[src/rtl/alu_extract.sv]
module alu_extract #(
  parameter int W = 32
) (
  input  logic         clk,
  input  logic         rst_n,
  input  logic         valid,
  input  logic         set_cc,
  input  logic [2:0]   op,
  input  logic [W-1:0] a,
  input  logic [W-1:0] b,
  input  logic [3:0]   cond_sel,
  output logic [W-1:0] result,
  output logic [3:0]   flags,
  output logic         cond_true
);
  localparam int BSEL = $clog2(W / 8);
  localparam int HSEL = $clog2(W / 16);
  localparam logic [2:0] OP_ADD = 3'd0, OP_SUB = 3'd1, OP_AND = 3'd2, OP_OR = 3'd3,
                         OP_XOR = 3'd4, OP_EXB = 3'd5, OP_EXH = 3'd6;

  logic         is_sub;
  logic [W-1:0] b_in, byte_sh, half_sh;
  logic [W:0]   sum;
  logic         carry, ovf, arith, load_cc;

  assign is_sub  = (op == OP_SUB);
  assign b_in    = is_sub ? ~b : b;
  assign sum     = {1'b0, a} + {1'b0, b_in} + {{W{1'b0}}, is_sub};
  assign carry   = sum[W];
  assign ovf     = (a[W-1] == b_in[W-1]) && (sum[W-1] != a[W-1]);
  assign arith   = (op == OP_ADD) || is_sub;
  assign byte_sh = a >> {b[BSEL-1:0], 3'b000};
  assign half_sh = a >> {b[HSEL-1:0], 4'b0000};
  assign load_cc = valid && set_cc && (op != 3'd7);

  always_comb begin
    case (op)
      OP_ADD, OP_SUB: result = sum[W-1:0];
      OP_AND:         result = a & b;
      OP_OR:          result = a | b;
      OP_XOR:         result = a ^ b;
      OP_EXB:         result = {{(W-8){1'b0}}, byte_sh[7:0]};
      OP_EXH:         result = {{(W-16){1'b0}}, half_sh[15:0]};
      default:        result = '0;
    endcase
  end

  always_ff @(posedge clk or negedge rst_n) begin
    if (!rst_n)       flags <= 4'b0000;
    else if (load_cc) flags <= {result[W-1], result == '0, arith & carry, arith & ovf};
  end

  logic fn, fz, fc, fv;
  assign {fn, fz, fc, fv} = flags;

  always_comb begin
    case (cond_sel)
      4'd0:    cond_true = 1'b1;
      4'd2:    cond_true = fz;
      4'd3:    cond_true = !fz;
      4'd4:    cond_true = fn ^ fv;
      4'd5:    cond_true = !(fn ^ fv);
      4'd6:    cond_true = !fz && (fn == fv);
      4'd7:    cond_true = fz || (fn != fv);
      4'd8:    cond_true = !fc;
      4'd9:    cond_true = fc;
      default: cond_true = 1'b0;
    endcase
  end

  p_hold_r7: assert property (@(posedge clk) disable iff (!rst_n)
    !(valid && set_cc) |=> $stable(flags));
  p_reserved_r9: assert property (@(posedge clk) disable iff (!rst_n)
    (op == 3'd7) |=> $stable(flags));
  p_zero_r6: assert property (@(posedge clk) disable iff (!rst_n)
    (valid && set_cc && op != 3'd7) |=> (flags[2] == ($past(result) == '0)));
  p_cv_clear_r3: assert property (@(posedge clk) disable iff (!rst_n)
    (valid && set_cc && op inside {3'd2, 3'd3, 3'd4, 3'd5, 3'd6}) |=> (flags[1:0] == 2'b00));
  p_extb_upper_r4: assert property (@(posedge clk) disable iff (!rst_n)
    (op == OP_EXB) |-> (result[W-1:8] == '0));
  p_never_r11: assert property (@(posedge clk) disable iff (!rst_n)
    (cond_sel == 4'd1 || cond_sel >= 4'd10) |-> !cond_true);
endmodule

[config.mk]
export PLATFORM = sky130hd
export DESIGN_NAME = alu_extract
export DESIGN_NICKNAME = d
export VERILOG_FILES = /design/src/rtl/alu_extract.sv
export SDC_FILE = /design/constraint.sdc
export NUM_CORES = 1
export LEC_CHECK = 0
export ABC_AREA = 1
export BUFFER_PORTS_ARGS = -buffer_cell sky130_fd_sc_hd__buf_2
export CAP_MARGIN = 10
export CORE_ASPECT_RATIO = 0.6
export CORE_MARGIN = 2
export CORE_UTILIZATION = 30
export CTS_BUF_LIST = sky130_fd_sc_hd__clkbuf_8
export DETAILED_ROUTE_END_ITERATION = 12
export SYNTH_ARGS = -nofsm -noshare
export SYNTH_HDL_FRONTEND = slang
export SYNTH_SLANG_ARGS = --single-unit
[constraint.sdc]
create_clock -name clk -period 4.92 [get_ports clk]
set_input_delay 0.492 -clock clk [delete_from_list [all_inputs] [get_ports clk]]
set_output_delay 0.492 -clock clk [all_outputs]
set_load 0.02 [all_outputs]
==> results.toml <==
[run_status]
status = "complete, no violations"

[logic_synthesis]
postSynthAreaPerCell_sq_um = 5.66
synth-xor-area-share = 0.0534
post-synth-top-area-cell = "ha_1"
synthesis.area_sq_mm = 0.00542
yosysTopAreaCellShare = 0.222
synthSimpleGateAreaFrac = 0.403
synth_ff_type = "dfrtp_1"
ys_warn_count = 0
synthTopCellsByArea = "ha_1, nand2_1, inv_1"
async_flop_share = 1.00
syn_nets = 1129
synth_cell_types = 47
synth-edff-count = 0
ys_seq_area_frac = 0.0185
synth.mux.area_fraction = 0
synth_cells = 957
synth-adder-area-share = 0.225
synth_common_cells = "nand2_1, inv_1, nor2_1"
synth_top_family_by_area = "simple AND/OR/NAND/NOR gates"
synthMostInstantiatedCell = "nand2_1"
synth_compound_area_frac = 0.156
ys_ff_latch = 4

[global_route]
antenna_found_initial = 0
grt_pass1_wl_um = 32700
gr-usage-all-layers = 0.220
grt_max_degree = 44
grt_pass1_vias = 5736
grt_overflow = 0

[cells_and_area]
nets = 1227
areaGrowthSynthToFinish_pct = 14.4
largest-register = "flags"
reg_top3 = "flags x4"
num_antenna_cells = 0
layout-drive-gt1-share = 0.147
largest_reg_flops = 4

[clock_tree]
post-cts-setup-buffer-count = 0
cts_hold_buf = 0
cts-resized-gates = 0
clock_latency_ps = 210
cts.sinks = 4
htreeDepth = 1
clk_pin_slew_ps = 30
cts_buffer_depth = 2
tritoncts = "yes"
clock-root-buffer = "clkbuf_8"
cts-buffers-inserted = 3

[worst_setup_path]
crit_type = "in -> out"
crit_path_start = "op[2]"
reg2reg_from = "flags[3]$_DFFE_PN0P_"
critPathMaxFanout = 21
critPathCaptureType = "output port"
cp-start-kind = "input port"
arrival_ps = 3520
worst_ep_required_time_ps = 4430

[run]
cap_violations = 0

[sta]
slew_headroom = 0.571
skew_ps = 0
worst_pin_slew_ps = 637
finalMaxSlewViolations = 0
setup_violations = 0
fin_crit_ps = 4010
fin_setup_tns_ps = 0
hold_viol = 0
setup_ws_ps = 911
fmax_ghz = 0.249
post-route-period-util = 0.815
rsz0062_at_grt = "no"

[power]
clockPowerShare = 0.073
p_switching_uw = 565
internal_power_uw = 349
p_per_area_mw_per_mm2 = 147
p_leak_nw = 3.57
sequentialPowerShare = 0.043
p_sw_frac = 0.618
comb_power_share = 0.884
total_power_uw = 914
peakVddDrop_uv = 101

[placed_design]
place_congestion = 0.975
numPortBuffers = 111
dp_slack_ps = 973
dp_hpwl_um = 18500

[floorplanning]
die_h_um = 108
coreArea_sq_mm = 0.0179
chipWidth_um = 177
top_level_ports = 112
start_util = 0.303
die_area_sq_mm = 0.0192
rows = 38

[min_path]
hp-class = "in -> async"

[routing]
vias = 6602
drc = 0
ant_nets = 0
drtIter0Drc = 730
vias_per_cell = 5.11
wire_per_inst_um = 16.6
wl_um = 21500
first_pass_iters = 6
## layer usage
layer,up-vias,GRT usage,routed length (um)
met4,0,0.0135,86
met1,3003,0.367,11200
li1,3289,-,-
met3,6,0.0246,2080
met5,-,0,0
met2,304,0.301,8140
## placed cells by master (no fill, tap or decap), drive strengths merged
cell type / instances
clkinv: 1
o221ai: 1
and2: 1
o21a: 3
o211ai: 10
nor3: 12
inv: 164
xor2: 32
clkbuf: 3
o2111ai: 1
xnor2: 1
a22o: 1
a32o: 1
buf: 116
ha: 96
nor2: 103
o31ai: 1
nand3b: 12
a21oi: 41
nand4: 13
nand2: 278
or2: 3
a211oi: 2
dfrtp: 4
fa: 1
a31oi: 2
o21ai: 34
a221oi: 18
o22ai: 6
and3: 1
nand3: 82
o21bai: 6
a21boi: 3
## worst max-delay path: stages
cell and delay (ps):
buf_2 190, inv_4 140, nand3_4 330, a21boi_2 330, inv_1 90, fa_1 480
inv_1 160, nand3_1 110, nand2_1 170, nand3_1 120, nand2_1 110, nand2_1 100
nand2_1 110, nand2_1 80, nand2_1 90, nand2_1 50, nand3_1 130, nand2_1 60
buf_2 180
## worst paths after layout
| check | to | slack, ps | depth (start not counted) |
|---|---|---|---|
| max | result[24] | 910 | 19 |
| min | flags[0]$_DFFE_PN0P_ | 80 | 1 |
| max reg2reg | flags[3]$_DFFE_PN0P_ | 4230 | 2 |
| min reg2reg | flags[0]$_DFFE_PN0P_ | 550 | 2 |
| max in group asynchronous | flags[2]$_DFFE_PN0P_ | 4720 | 1 |
| min in group clk | flags[0]$_DFFE_PN0P_ | 550 | 2 |
## logic make-up after synthesis
family,Yosys count
DFF,4
adders and majority gates,97
AOI/OAI and AO/OA,130
xor gates and xnor gates,33
and+or+nand+nor,505
buffers and inverters,188
## per-stage QoR
step | utilization | instances | instance area [sq um] | hold WS, ps
final | 0.347 | 1293 | 6200 | 78.5
after global routing | 0.347 | 1293 | 6200 | 76.3
after CTS | 0.347 | 1293 | 6200 | 75.8
after detailed placement | 0.344 | 1290 | 6160 | 301
after global placement | 0.344 | 1290 | 6160 | 301
after floorplan | - | 957 | 5420 | 196
## area by class of cell
| cell class | instances | area (sq um) |
|---|---|---|
| sequential | 4 | 100 |
| fill | 2030 | 11700 |
| tap | 240 | 300 |
| timing repair buffer | 116 | 593 |
| inverter | 165 | 627 |
| multi-input combinational | 765 | 4540 |
| clock buffer | 3 | 41.3 |
## power by group through the flow
stage                     logic (mW)  clock network, mW  registers (mW)
after global placement         0.787                  0          0.0393
after CTS                      0.790             0.0685          0.0390
after global routing           0.893             0.0718          0.0396
final                          0.808             0.0671          0.0390
after floorplan                0.526                  0          0.0428
after detailed placement       0.786                  0          0.0394
Power figures use the tool's default switching activity.
